## src/rtl/pwr_seq_pkg.sv

```systemverilog
package pwr_seq_pkg;
  typedef enum logic [1:0] {
    ST_IDLE = 2'd0,
    ST_ON   = 2'd1,
    ST_DONE = 2'd2,
    ST_OFF  = 2'd3
  } seq_state_t;
endpackage

```

## src/rtl/seq_group_pick.sv

```systemverilog
module seq_group_pick #(
  parameter int NCH  = 6,
  parameter int POSW = 3
) (
  input  logic [NCH-1:0]      cand,
  input  logic [NCH*POSW-1:0] pos_flat,
  input  logic                pick_high,
  output logic [NCH-1:0]      grp,
  output logic                any,
  output logic                rest_empty
);
  localparam int NPOS = 1 << POSW;

  logic [NPOS-1:0] occ;
  logic [POSW-1:0] sel;

  always_comb begin
    occ = '0;
    for (int p = 0; p < NPOS; p++) begin
      for (int c = 0; c < NCH; c++) begin
        if (cand[c] && (pos_flat[c*POSW +: POSW] == POSW'(p))) occ[p] = 1'b1;
      end
    end
  end

  // lowest occupied position, or highest when pick_high
  always_comb begin
    sel = '0;
    if (pick_high) begin
      for (int p = 0; p < NPOS; p++) begin
        if (occ[p]) sel = POSW'(p);
      end
    end else begin
      for (int p = NPOS - 1; p >= 0; p--) begin
        if (occ[p]) sel = POSW'(p);
      end
    end
  end

  assign any = |occ;

  genvar gc;
  generate
    for (gc = 0; gc < NCH; gc++) begin : g_grp
      assign grp[gc] = cand[gc] && any && (pos_flat[gc*POSW +: POSW] == sel);
    end
  endgenerate

  assign rest_empty = ((cand & ~grp) == '0);
endmodule

```

## src/rtl/seq_step_timer.sv

```systemverilog
module seq_step_timer #(
  parameter int DLYW = 16
) (
  input  logic            clk,
  input  logic            kill_n,
  input  logic            clr,
  input  logic            load,
  input  logic [DLYW-1:0] load_val,
  output logic            zero
);
  logic [DLYW-1:0] cnt;

  always_ff @(posedge clk or negedge kill_n) begin
    if (!kill_n)         cnt <= '0;
    else if (clr)        cnt <= '0;
    else if (load)       cnt <= load_val;
    else if (cnt != '0)  cnt <= cnt - 1'b1;
  end

  assign zero = (cnt == '0);

  AST_TMR_COUNTDOWN: assert property (@(posedge clk) disable iff (!kill_n)
    (!$past(clr) && !$past(load) && $past(cnt) != '0) |-> (cnt == $past(cnt) - 1'b1));

  AST_TMR_CLEAR: assert property (@(posedge clk) disable iff (!kill_n)
    $past(clr) |-> zero);
endmodule

```

## src/rtl/seq_arm.sv

```systemverilog
module seq_arm #(
  parameter int NCH = 6
) (
  input  logic           clk,
  input  logic           kill_n,
  input  logic           power_req,
  input  logic [NCH-1:0] supply_ok,
  input  logic [NCH-1:0] chan_mask,
  output logic           armed,
  output logic           pre_ok
);
  always_ff @(posedge clk or negedge kill_n) begin
    if (!kill_n)         armed <= 1'b0;
    else if (!power_req) armed <= 1'b1;
  end

  assign pre_ok = &(supply_ok | ~chan_mask);

  AST_ARM_NEEDS_LOW: assert property (@(posedge clk) disable iff (!kill_n)
    $rose(armed) |-> !$past(power_req));
endmodule

```

## src/rtl/pwr_seq_ctrl.sv

```systemverilog
module pwr_seq_ctrl
  import pwr_seq_pkg::*;
#(
  parameter int NCH  = 6,
  parameter int POSW = 3,
  parameter int DLYW = 16
) (
  input  logic                clk,
  input  logic                rst_n,
  input  logic                force_off_n,
  input  logic                power_req,
  input  logic                off_reverse,
  input  logic [DLYW-1:0]     step_dly,
  input  logic [NCH-1:0]      chan_mask,
  input  logic [NCH*POSW-1:0] chan_pos,
  input  logic [NCH-1:0]      supply_ok,
  output logic [NCH-1:0]      pwr_en,
  output logic                busy,
  output logic                seq_done
);
  logic kill_n;
  assign kill_n = rst_n & force_off_n;

  seq_state_t     st;
  logic [NCH-1:0] en_q;
  logic           done_q;

  logic           armed, pre_ok;
  logic [NCH-1:0] on_cand, on_grp, off_grp;
  logic           on_any, on_last, off_any, off_last;
  logic           tmr_zero, tmr_clr, tmr_load, start;

  assign on_cand = chan_mask & ~en_q;

  seq_arm #(.NCH(NCH)) u_arm (
    .clk(clk), .kill_n(kill_n), .power_req(power_req),
    .supply_ok(supply_ok), .chan_mask(chan_mask),
    .armed(armed), .pre_ok(pre_ok)
  );

  seq_group_pick #(.NCH(NCH), .POSW(POSW)) u_on_pick (
    .cand(on_cand), .pos_flat(chan_pos), .pick_high(1'b0),
    .grp(on_grp), .any(on_any), .rest_empty(on_last)
  );

  seq_group_pick #(.NCH(NCH), .POSW(POSW)) u_off_pick (
    .cand(en_q), .pos_flat(chan_pos), .pick_high(off_reverse),
    .grp(off_grp), .any(off_any), .rest_empty(off_last)
  );

  seq_step_timer #(.DLYW(DLYW)) u_tmr (
    .clk(clk), .kill_n(kill_n), .clr(tmr_clr), .load(tmr_load),
    .load_val(step_dly), .zero(tmr_zero)
  );

  assign start = (st == ST_IDLE) && armed && power_req && pre_ok;

  always_comb begin
    tmr_clr  = 1'b0;
    tmr_load = 1'b0;
    unique case (st)
      ST_IDLE: tmr_clr = start;
      ST_ON: begin
        if (!power_req)                              tmr_clr  = 1'b1;
        else if (tmr_zero && on_any && !on_last)     tmr_load = 1'b1;
      end
      ST_DONE: tmr_clr = !power_req;
      ST_OFF:  tmr_load = tmr_zero && off_any && !off_last;
      default: tmr_clr = 1'b0;
    endcase
  end

  always_ff @(posedge clk or negedge kill_n) begin
    if (!kill_n) begin
      st     <= ST_IDLE;
      en_q   <= '0;
      done_q <= 1'b0;
    end else begin
      unique case (st)
        ST_IDLE: begin
          if (start) begin
            if (on_cand != '0) st <= ST_ON;
            else begin
              st     <= ST_DONE;
              done_q <= 1'b1;
            end
          end
        end
        ST_ON: begin
          if (!power_req) st <= ST_OFF;
          else if (tmr_zero) begin
            if (!on_any) begin
              st     <= ST_DONE;
              done_q <= 1'b1;
            end else begin
              en_q <= en_q | on_grp;
              if (on_last) begin
                st     <= ST_DONE;
                done_q <= 1'b1;
              end
            end
          end
        end
        ST_DONE: begin
          if (!power_req) begin
            st     <= ST_OFF;
            done_q <= 1'b0;
          end
        end
        ST_OFF: begin
          if (tmr_zero) begin
            if (!off_any) st <= ST_IDLE;
            else begin
              en_q <= en_q & ~off_grp;
              if (off_last) st <= ST_IDLE;
            end
          end
        end
        default: st <= ST_IDLE;
      endcase
    end
  end

  assign pwr_en   = en_q;
  assign busy     = (st == ST_ON) || (st == ST_OFF);
  assign seq_done = done_q;

  AST_MASK_HONOURED: assert property (@(posedge clk) disable iff (!kill_n)
    ((en_q & ~$past(en_q) & ~$past(chan_mask)) == '0));

  AST_START_PRECOND: assert property (@(posedge clk) disable iff (!kill_n)
    (st == ST_ON && $past(st) == ST_IDLE) |-> $past(power_req && pre_ok && armed));

  AST_ON_NO_DROP: assert property (@(posedge clk) disable iff (!kill_n)
    ($past(st) == ST_ON && st == ST_ON) |-> ((en_q & $past(en_q)) == $past(en_q)));

  AST_OFF_NO_RISE: assert property (@(posedge clk) disable iff (!kill_n)
    ($past(st) == ST_OFF) |-> ((en_q & ~$past(en_q)) == '0));

  AST_DONE_FULL: assert property (@(posedge clk) disable iff (!kill_n)
    seq_done |-> (pwr_en == chan_mask && !busy));

  AST_OFF_ON_DROP: assert property (@(posedge clk) disable iff (!kill_n)
    ($past(st) == ST_ON && !$past(power_req)) |-> (st == ST_OFF && pwr_en == $past(pwr_en)));

  AST_FORCE_CLEAR: assert property (@(posedge clk) disable iff (!rst_n)
    !force_off_n |-> (pwr_en == '0 && !busy && !seq_done));
endmodule

```

## config.mk

```make
export PLATFORM = sky130hd
export DESIGN_NAME = pwr_seq_ctrl
export DESIGN_NICKNAME = d
export VERILOG_FILES = /design/src/rtl/pwr_seq_pkg.sv /design/src/rtl/seq_group_pick.sv /design/src/rtl/seq_step_timer.sv /design/src/rtl/seq_arm.sv /design/src/rtl/pwr_seq_ctrl.sv
export SDC_FILE = /design/constraint.sdc
export NUM_CORES = 1
export LEC_CHECK = 0
export ABC_AREA = 0
export BUFFER_PORTS_ARGS = -buffer_cell sky130_fd_sc_hd__clkbuf_2
export CORE_AREA = 2 2 78 80
export CTS_CLUSTER_DIAMETER = 50
export DETAILED_ROUTE_END_ITERATION = 16
export DIE_AREA = 0 0 80 82
export GPL_ROUTABILITY_DRIVEN = 1
export PLACE_DENSITY = 0.9
export SYNTH_ARGS = -nofsm -noshare
export SYNTH_HDL_FRONTEND = slang
export SYNTH_SLANG_ARGS = --single-unit
```

## constraint.sdc

```tcl
create_clock -name clk -period 6.1 [get_ports clk]
set_clock_uncertainty 0.15 [all_clocks]
set_input_delay 0.61 -clock clk [delete_from_list [all_inputs] [get_ports clk]]
set_output_delay 0.61 -clock clk [all_outputs]
set_load 0.02 [all_outputs]
```

==> results of run 1 <==
sequential cells by signal (all words and copies together) (netlist names):
register / flops
seq_done: 1
pwr_en: 6
u_arm.armed: 1
u_tmr.cnt: 16
st: 2
cell type report:
| cell class | count | share of cell area (%) |
|---|---|---|
| sequential | 26 | 16.6 |
| multi-input combinational | 392 | 69.7 |
| timing repair buffer | 59 | 7.60 |
| tap | 75 | 2.39 |
| inverter | 20 | 1.92 |
| clock inverter | 1 | 0.766 |
| clock buffer | 3 | 1.05 |
power by group:
group / switching (mW) / internal (mW)
Sequential: 0.0749 / 0.236
Clock: 0.0555 / 0.0879
Combinational: 0.476 / 0.336
tightest hold or removal path, cell delays in order:
cell and delay [ns]:
clkbuf_2 0.07, and2_1 0.10, buf_4 0.31
layer usage:
metal / global-route usage, % / routed length, um
met1: 44.9 / 4630
met2: 69.8 / 6060
met4: 24.4 / 891
met5: 0 / 0
met3: 5.05 / 1110
Yosys cell counts (all sizes together), types with 6 or more instances:
master / count / area share [%]
o22ai: 49 / 8.9
nand2: 40 / 4.2
dfrtp: 26 / 18
o21ai: 24 / 3.4
nand2b: 23 / 4.2
nor2: 22 / 2.3
a21oi: 20 / 2.9
inv: 20 / 2.1
nor3: 19 / 2.7
xnor2: 16 / 4.0
or3: 14 / 2.8
o2bb2ai: 13 / 3.2
buf: 11 / 1.8
mux2: 11 / 3.5
mux2i: 10 / 2.8
or2: 10 / 1.8
nand3b: 9 / 1.9
ha: 7 / 2.5
nand3: 7 / 1.3
nor4: 7 / 2.1
o211ai: 7 / 1.8
or3b: 6 / 1.6
xor2: 6 / 1.5
stage by stage:
stage | cells | cell area, um2 | power [mW] | setup slack [ns] | utilization, %
3_5_place_dp | 572 | 3850 | 1.09 | 1.66 | 67.0
5_1_grt | 576 | 3920 | 1.35 | 1.50 | 68.2
4_1_cts | 576 | 3920 | 1.24 | 1.88 | 68.2
2_1_floorplan | 453 | 3530 | 0.897 | 2.33 | -
3_3_place_gp | 572 | 3850 | 1.06 | 1.68 | 67.0
6_report | 576 | 3920 | 1.27 | 1.68 | 68.2
cells by family (layout without fill, tap and decap cells):
kind of cell             count (synthesis)  count (layout)  share of synthesized area (%)
AO/OA/AOI/OAI                          162             162                           33.3
XOR/XNOR                                22              22                           5.45
AND/OR/NAND/NOR                        180             180                           29.7
multiplexers                            21              21                           6.34
flip-flops                              26              26                           18.4
buffers and inverters                   35              83                           4.32
adder cells (fa/ha/maj)                  7               7                           2.48
worst paths after layout:
path	start	end	slack [ns]	cells past startpoint
min in group clk	u_arm.armed$_DFFE_PN0N_	u_arm.armed$_DFFE_PN0N_	0.34	1
max reg2reg	pwr_en[3]$_DFFE_PN0P_	u_tmr.cnt[4]$_DFFE_PN0P_	1.68	12
max in group asynchronous	rst_n	pwr_en[5]$_DFFE_PN0P_	5.29	3
max	pwr_en[3]$_DFFE_PN0P_	u_tmr.cnt[4]$_DFFE_PN0P_	1.68	12
min	force_off_n	u_tmr.cnt[8]$_DFFE_PN0P_	0.25	3
min reg2reg	u_arm.armed$_DFFE_PN0N_	u_arm.armed$_DFFE_PN0N_	0.34	1
==> summary.md, run 1 <==
| Metric | Value |
|---|---|
| Ant diodes | 0 |
| DIE WIDTH | 80 um |
| Worst hold slack | 0.254 ns |
| WS Path Type | reg2reg |
| Clock Tree Buf Depth | 2 |
| Setup_tns | 0 ns |
| DR iter-0 viols | 523 |
| DRC | 0 |
| Ys Warns | 0 |
| Post-synth EDFFs | 0 |
| Max FO, Critical Path | 14 |
| Clk_lat worst skew | 0.28 ns |
| CTS buffer count | 3 |
| Reg clk slew, reported paths | 0.09 ns |
| Period utilization | 72.4% |
| Largest net degree at the start of global routing | 27 |
| Hold WC Path Type | in2async |
| Hpwl dp | 9670 um |
| First-pass iteration count of the detailed router | 5 |
| Total grt overflow | 0 |
| Max Cap Violations | 0 |
| Synth Register Bits | 26 |
| Final setup viols | 0 |
| Die H | 82 um |
| Startpoint types | flip-flop |
| Number of I/O pins | 59 |
| Clock sink count | 26 |
| CP top delay family | compound AO/OA/AOI/OAI gates |
| Commonest non-fill, non-tap cell in the layout | clkbuf_2 |
| Initial antenna violation count | 0 |
| VDD IR max | 0.312 mV |
| CP Capture Type | flip-flop |
| CP required | 6.14 ns |
| Worst path buffer plus inverter count | 0 |
| ANT nets after route | 0 |
| Fin nets | 560 |
| Max Slew Vio Count | 0 |
| Overall routing resource usage | 39.4% |
| Status | complete, no violations |
| Via count of the first global-routing pass | 4056 |
| # hold bufs at CTS | 0 |
| Dominant synthesized flop cell | dfrtp_1 |
| CTS H-tree depth | 1 |
| Layout cells sized above 1 | 20.0% |
| IO Port Bufs | 58 |
| Post-CTS resize count | 0 |
| RSZ-0062 raised after global routing | false |
| Worst EP arrival | 4.46 ns |
| Gpl congestion | 1.11 |
| Worst-margin pin slew | 0.905 ns |
| Register area share after synthesis | 18.4% |
| Commonest cells after routing, fill and taps aside | clkbuf_2 (58), o22ai_1 (48), nand2_1 (40) |
| Post-CTS Setup Bufs | 0 |
| CTS tree | built |
| Post-synth ARST share | 100% |
| Tmin final | 4.42 ns |
| Cell area after synthesis | 3530 um2 |
| Syn avg cell area | 7.80 um2 |
| Rows | 28 |
| Worst slew margin | 39.6% |
| Yosys cell types | 75 |
| Via-to-Cell Ratio | 7.23 |
| Final wirelength | 12700 um |
| Vias | 4165 |
| Synth Instances | 453 |
| Starting Density | 61.5% |
| Crit-path cells | nand3b_1 -> o22ai_1 -> or3_1 -> a211oi_1 -> o21ai_1 -> nand2_1 -> a2bb2oi_1 -> o32a_1 -> o211ai_2 -> nand3_1 -> a211oi_2 -> o2bb2ai_1 |
| Syn nets | 511 |
| Register area | 651 um2 |
| # fillers | 480 |
| Core Box Area | 5750 um2 |
| Power per Cell Area | 323 nW/um2 |
| Hold Fails Final Rpt | 0 |
| Area grow syn2layout | 10.9% |
| Leak Pwr | 1.62 nW |
| Multi-input gate area | 2730 um2 |
| Die ar. | 6560 um2 |
| First-pass GRT wire length | 20000 um |
| Peak Freq | 0.226 GHz |
| Critical-path cell with the highest stage delay | a211oi_2 |
| Wire per inst | 22.0 um |
| Root buf cell | clkbuf_8 |
| Worst path max stage delay | 0.79 ns |
(Power assumes the default switching activity.)
==> run 2: changes to the inputs <==
--- a/config.mk
+++ b/config.mk
@@ -7,12 +7,12 @@
 export LEC_CHECK = 0
 export ABC_AREA = 0
 export BUFFER_PORTS_ARGS = -buffer_cell sky130_fd_sc_hd__clkbuf_2
-export CORE_AREA = 2 2 78 80
+export CORE_AREA = 2 2 85 87
 export CTS_CLUSTER_DIAMETER = 50
 export DETAILED_ROUTE_END_ITERATION = 16
-export DIE_AREA = 0 0 80 82
+export DIE_AREA = 0 0 87 89
 export GPL_ROUTABILITY_DRIVEN = 1
-export PLACE_DENSITY = 0.9
+export PLACE_DENSITY = 0.8
 export SYNTH_ARGS = -nofsm -noshare
 export SYNTH_HDL_FRONTEND = slang
 export SYNTH_SLANG_ARGS = --single-unit
==> constraint.sdc (replaced) <==
create_clock -name clk -period 3.9 [get_ports clk]
set_clock_uncertainty 0.15 [all_clocks]
set_input_delay 0.39 -clock clk [delete_from_list [all_inputs] [get_ports clk]]
set_output_delay 0.39 -clock clk [all_outputs]
set_load 0.02 [all_outputs]
==> summary.md, run 2 (synthesis results as in run 1) <==
| Metric | Value |
|---|---|
| Worst slew margin | 58.8% (+19 points) |
| Worst-margin pin slew | 0.618 ns (-0.287 ns) |
| Overall routing resource usage | 35.5% (-3.8 points) |
| Post-Place Worst Slack | -0.146 ns (-1.81 ns) |
| Fin nets | 645 (+15%) |
| Commonest non-fill, non-tap cell in the layout | buf_4 |
| DIE WIDTH | 87 um (+8.8%) |
| Die H | 89 um (+8.5%) |
| Wire per inst | 21.0 um (-4.9%) |
| Worst hold slack | 0.0370 ns (-0.217 ns) |
| Reg clk slew, reported paths | 0.10 ns (about the same) |
| Final worst slack | -0.000220 ns (-1.68 ns) |
| DRC | 0 (unchanged) |
| Clock Tree Buf Depth | 2 (unchanged) |
| Tmin final | 3.90 ns (-0.516 ns) |
| CTS H-tree depth | 1 (unchanged) |
| Period utilization | 100% (+28 points) |
| Max Slew Vio Count | 0 (unchanged) |
| # fillers | 510 (+6.3%) |
| Core Box Area | 6720 um2 (+17%) |
| Hpwl dp | 10700 um (+10%) |
| DP Cell Count | 652 (+14%) |
| Clock sink count | 26 (unchanged) |
| Number of I/O pins | 59 (unchanged) |
| GR Util met3 | 9.60% (+4.5 points) |
| Cells on worst reg2reg path | 14 (+2) |
| Leak Pwr | 2.05 nW (+26%) |
| Gpl congestion | 1.09 (-1.8%) |
| Met2 usage | 57.9% (-12 points) |
| Worst R2R Start | pwr_en[4]$_DFFE_PN0P_ |
| # hold bufs at CTS | 0 (unchanged) |
| Die ar. | 7740 um2 (+18%) |
| First-pass iteration count of the detailed router | 5 (unchanged) |
| Via count of the first global-routing pass | 4379 (+8.0%) |
| Max FO, Critical Path | 6 (-8) |
| Status | complete, but fails checks |
| Total grt overflow | 0 (unchanged) |
| Total Power | 2.26 mW (+78%) |
| Via-to-Cell Ratio | 6.77 (-6.4%) |
| Final wirelength | 14000 um (+10%) |
| CP required | 3.96 ns (-2.18 ns) |
| Vias | 4507 (+8.2%) |
| Ant diodes | 0 (unchanged) |
| Area grow syn2layout | 34.1% |
| Most flops, register | u_tmr.cnt |
| ANT nets after route | 0 (unchanged) |
| Layout cells sized above 1 | 36.2% (+16 points) |
| Failing checks | negative setup slack |
| Rows | 30 (+7.1%) |
| Starting Density | 52.6% (-8.9 points) |
| Clk_lat worst skew | 0.28 ns (about the same) |
| Largest net degree at the start of global routing | 17 (-37%) |
| Commonest cells after routing, fill and taps aside | buf_4 (85), clkbuf_2 (58), o22ai_1 (46) |
| Final setup viols | 1 (+1) |
| IO Port Bufs | 58 (unchanged) |
| DR iter-0 viols | 479 (-8.4%) |
| CP Capture Type | flip-flop |
| CTS tree | built |
| Max Cap Violations | 0 (unchanged) |
| M1 GR Usage | 43.7% (-1.3 points) |
| First-pass GRT wire length | 21700 um (+8.6%) |
| CTS buffer count | 3 (unchanged) |
| Hold Fails Final Rpt | 0 (unchanged) |
| Startpoint types | flip-flop |
| Power per Cell Area | 477 nW/um2 (+48%) |
| Hold WC Path Type | in2async |
| GRT busiest layer | met2 |
| Worst EP arrival | 3.96 ns (-0.50 ns) |
| FF-to-FF setup slack | -0.0002 ns (-1.68 ns) |
| Largest register FFs | 16 (unchanged) |
| WS Path Type | reg2reg |
| Peak Freq | 0.256 GHz (+13%) |
| Post-Layout Cell Count | 666 (+16%) |
| Worst R2R End | seq_done$_DFFE_PN0P_ |
| Initial antenna violation count | 0 (unchanged) |
| Root buf cell | clkbuf_8 |
| VDD IR max | 0.501 mV (+61%) |
| RSZ-0062 raised after global routing | true |
[run 2: changes by cell type in the layout (fill, tap and decap cells not counted), sizes merged]
| cell | previous run | this run |
|---|---|---|
| buf | 1 | 86 |
[run 2: final cells by class]
class / count / area (um2) / share of cell area (%)
Clock inverter: 1 / 30.0 / 0.634
Inverter: 20 / 75.1 / 1.58
Multi-Input combinational cell: 392 / 2890 / 60.9
Sequential cell: 26 / 657 / 13.9
Clock buffer: 3 / 41.3 / 0.872
Tap cell: 80 / 100 / 2.11
Timing Repair Buffer: 144 / 948 / 20.0
[run 2: timing repair]
action | in CTS | in global routing
setup buffers | 1 | 9
gates resized for setup | 5 | 29
pin swaps | 1 | 17
endpoints found under the setup margin | 17 | 18
[run 2: worst max-delay path, cell delays in order (launching register included)]
cell and delay, ns:
dfrtp_2 0.48, or3b_2 0.50, buf_4 0.17, o22ai_1 0.18, nor3_1 0.13, nand4_1 0.18
and2_4 0.18, buf_4 0.12, a21o_4 0.12, a2bb2o_4 0.23, a2111oi_4 0.35, o211ai_2 0.19
o31a_1 0.30, a2111oi_4 0.33, mux2i_1 0.22
[run 2: through the flow]
step	utilization, %	area [um2]	TNS, ns
detailed placement	65.7	4420	-1.66
CTS	67.3	4520	0
global placement	65.7	4420	-0.481
global route	70.5	4740	-0.338
finish	70.5	4740	-0.000220
floorplan	-	3530	0
[run 2: layer usage]
| metal | vias up | routed length [um] |
|---|---|---|
| li1 | 2023 | - |
| met3 | 93 | 1360 |
| met2 | 336 | 6560 |
| met1 | 2055 | 5350 |
| met5 | - | 0 |
| met4 | 0 | 689 |
[run 2: power by group]
group          switching [mW]  internal (mW)
sequential              0.116          0.371
clock                  0.0943          0.138
combinational           0.836          0.706
[run 2: worst max path at each step]
stage,start,end,cells past startpoint
2_1_floorplan,pwr_en[3]$_DFFE_PN0P_,seq_done$_DFFE_PN0P_,12
3_3_place_gp,chan_pos[2],u_tmr.cnt[5]$_DFFE_PN0P_,14
3_5_place_dp,chan_pos[16],st[1]$_DFFE_PN0P_,14
4_1_cts,pwr_en[5]$_DFFE_PN0P_,st[1]$_DFFE_PN0P_,14
5_1_grt,pwr_en[4]$_DFFE_PN0P_,seq_done$_DFFE_PN0P_,14
6_report,pwr_en[4]$_DFFE_PN0P_,seq_done$_DFFE_PN0P_,14
==> run 3: changes to the inputs <==
--- a/config.mk
+++ b/config.mk
@@ -7,12 +7,12 @@
 export LEC_CHECK = 0
 export ABC_AREA = 0
 export BUFFER_PORTS_ARGS = -buffer_cell sky130_fd_sc_hd__clkbuf_2
-export CORE_AREA = 2 2 85 87
+export CORE_AREA = 2 2 92 94
 export CTS_CLUSTER_DIAMETER = 50
 export DETAILED_ROUTE_END_ITERATION = 16
-export DIE_AREA = 0 0 87 89
+export DIE_AREA = 0 0 94 96
 export GPL_ROUTABILITY_DRIVEN = 1
-export PLACE_DENSITY = 0.8
+export PLACE_DENSITY = 0.71
 export SYNTH_ARGS = -nofsm -noshare
 export SYNTH_HDL_FRONTEND = slang
 export SYNTH_SLANG_ARGS = --single-unit
==> summary.md, run 3 (synthesis results as in run 1) <==
| Metric | Value |
|---|---|
| Largest net degree at the start of global routing | 23 (+6) |
| Hold Fails Final Rpt | 0 (unchanged) |
| Multi-input gate area | 2840 um2 (-1.6%) |
| Max FO, Critical Path | 5 (-1) |
| CP required | 3.96 ns (about the same) |
| Rows | 33 (+10%) |
| Via-to-Cell Ratio | 6.39 (-5.6%) |
| DIE WIDTH | 94 um (+8.0%) |
| Layout cells sized above 1 | 33.6% (-2.6 points) |
| # hold bufs at CTS | 0 (unchanged) |
| Most flops, register | u_tmr.cnt |
| CP Capture Type | flip-flop |
| Launch point of the worst path | pwr_en[3]$_DFFE_PN0P_ |
| Register area | 657 um2 (unchanged) |
| Period utilization | 97.9% (-2.1 points) |
| First-pass iteration count of the detailed router | 5 (unchanged) |
| Final Cell Area | 4620 um2 (-2.5%) |
| Total grt overflow | 0 (unchanged) |
| Cells on worst reg2reg path | 13 (-1) |
| Clock network power share | 7.3% (-3.0 points) |
| Worst R2R End | seq_done$_DFFE_PN0P_ |
| First-pass GRT wire length | 21000 um (-3.0%) |
| Number of I/O pins | 59 (unchanged) |
| Status | complete, no violations |
| Part of the power in combinational logic | 69.6% (+1.4 points) |
| Tmin final | 3.82 ns (-0.0808 ns) |
| FF-to-FF setup slack | 0.08 ns (+0.08 ns) |
| Hpwl dp | 10700 um (+0.61%) |
| Wire per inst | 19.6 um (-6.2%) |
| Max Slew Vio Count | 0 (unchanged) |
| Gpl congestion | 1.02 (-6.4%) |
| Worst R2R Start | pwr_en[3]$_DFFE_PN0P_ |
| Switch share | 47.2% (+0.87 points) |
| Worst EP arrival | 3.87 ns (-0.09 ns) |
| Ant diodes | 0 (unchanged) |
| Dpl cell area | 4430 um2 (+0.20%) |
| Leak Pwr | 1.99 nW (-3.2%) |
| Root buf cell | clkbuf_8 |
| NetSw | 984 uW (-6.0%) |
| Via count of the first global-routing pass | 4237 (-3.2%) |
| # fillers | 781 (+53%) |
| CTS buffer count | 3 (unchanged) |
| Commonest non-fill, non-tap cell in the layout | buf_4 |
| Final setup viols | 0 (-1) |
| Die ar. | 9020 um2 (+17%) |
| P_int | 1.10 mW (-9.2%) |
| DR iter-0 viols | 323 (-33%) |
| Startpoint types | flip-flop |
| Clock sink count | 26 (unchanged) |
| Final wirelength | 13400 um (-4.3%) |
| Starting Density | 43.9% (-8.7 points) |
| Overall routing resource usage | 29.8% (-5.8 points) |
| Clock Tree Buf Depth | 2 (unchanged) |
| Hold WC Path Type | in2reg |
| Clk_lat worst skew | 0.27 ns (about the same) |
| Die H | 96 um (+7.9%) |
| Fin nets | 635 (-1.6%) |
| Core Box Area | 8050 um2 (+20%) |
| Commonest cells after routing, fill and taps aside | buf_4 (75), clkbuf_2 (58), o22ai_1 (48) |
| Peak Freq | 0.262 GHz (+2.1%) |
| Crit path capture | seq_done$_DFFE_PN0P_ |
| ANT nets after route | 0 (unchanged) |
| Reg clk slew, reported paths | 0.09 ns (about the same) |
| Initial antenna violation count | 0 (unchanged) |
| VDD IR max | 0.467 mV (-6.8%) |
| Area grow syn2layout | 30.7% |
| Worst-margin pin slew | 0.981 ns (+0.362 ns) |
| Largest register FFs | 16 (unchanged) |
| CTS tree | built |
| DRC | 0 (unchanged) |
| Sequential power share | 23.1% (+1.6 points) |
| Total Power | 2.09 mW (-7.7%) |
| Power per Cell Area | 452 nW/um2 (-5.4%) |
| WS Path Type | reg2reg |
| Vias | 4343 (-3.6%) |
| Max Cap Violations | 0 (unchanged) |
| Worst slew margin | 34.6% (-24 points) |
| CTS H-tree depth | 1 (unchanged) |
| IO Port Bufs | 58 (unchanged) |
[run 3: cell type report]
cell class	instances	area share, %
Inverter	20	1.63
Tap cell	105	2.84
Clock buffer	3	0.894
Sequential cell	26	14.2
Multi-Input combinational cell	392	61.5
Timing Repair Buffer	134	18.9
[run 3: per-layer routing]
layer / wire, um / vias up / GRT usage [%]
li1: - / 1986 / -
met1: 5200 / 1999 / 35.6
met2: 6430 / 289 / 52.3
met3: 982 / 69 / 3.13
met4: 737 / 0 / 16.5
met5: 0 / - / 0
[run 3: how the worst min path moves through the flow]
stage | startpoint | endpoint | slack (ns) | cells after the start
CTS | step_dly[13] | u_tmr.cnt[13]$_DFFE_PN0P_ | 0.17 | 2
finish | step_dly[13] | u_tmr.cnt[13]$_DFFE_PN0P_ | 0.17 | 2
detailed placement | u_arm.armed$_DFFE_PN0N_ | u_arm.armed$_DFFE_PN0N_ | 0.30 | 1
floorplan | u_arm.armed$_DFFE_PN0N_ | u_arm.armed$_DFFE_PN0N_ | 0.29 | 1
global route | step_dly[13] | u_tmr.cnt[13]$_DFFE_PN0P_ | 0.17 | 2
global placement | u_arm.armed$_DFFE_PN0N_ | u_arm.armed$_DFFE_PN0N_ | 0.30 | 1
[run 3: per-stage QoR]
stage	util (%)	setup TNS [ns]	setup slack, ns	hold slack, ns	instances
after floorplan	-	0	0.339	0.286	453
after detailed placement	55.0	-2.43	-0.179	0.303	674
after global routing	57.4	-0.00423	-0.00423	0.170	680
after global placement	55.0	-1.77	-0.163	0.299	674
final	57.4	0	0.0806	0.166	680
after CTS	55.6	0	0.0308	0.172	677
[run 3: power by group through the flow]
stage	Clock [mW]	Sequential (mW)	Combinational, mW
6_report	0.152	0.483	1.45
5_1_grt	0.165	0.493	1.59
4_1_cts	0.151	0.471	1.38
3_5_place_dp	0	0.476	1.36
3_3_place_gp	0	0.467	1.32
2_1_floorplan	0	0.466	0.937
[run 3: critical path: stages (launching register included)]
cell       delay [ns]
dfrtp_1          0.47
or3b_2           0.55
o22ai_1          0.28
nor3_1           0.12
nand4_1          0.16
and2_4           0.20
a21oi_1          0.10
a2bb2o_4         0.24
a2111oi_4        0.34
o211ai_2         0.17
buf_4            0.17
o31a_1           0.28
a2111oi_4        0.30
mux2i_1          0.21
[run 3: timing repair]
action                                  CTS  global route
pin swaps                                 0             5
endpoints found under the setup margin    3            19
resized for setup                         1            24
buffers inserted                          0             3
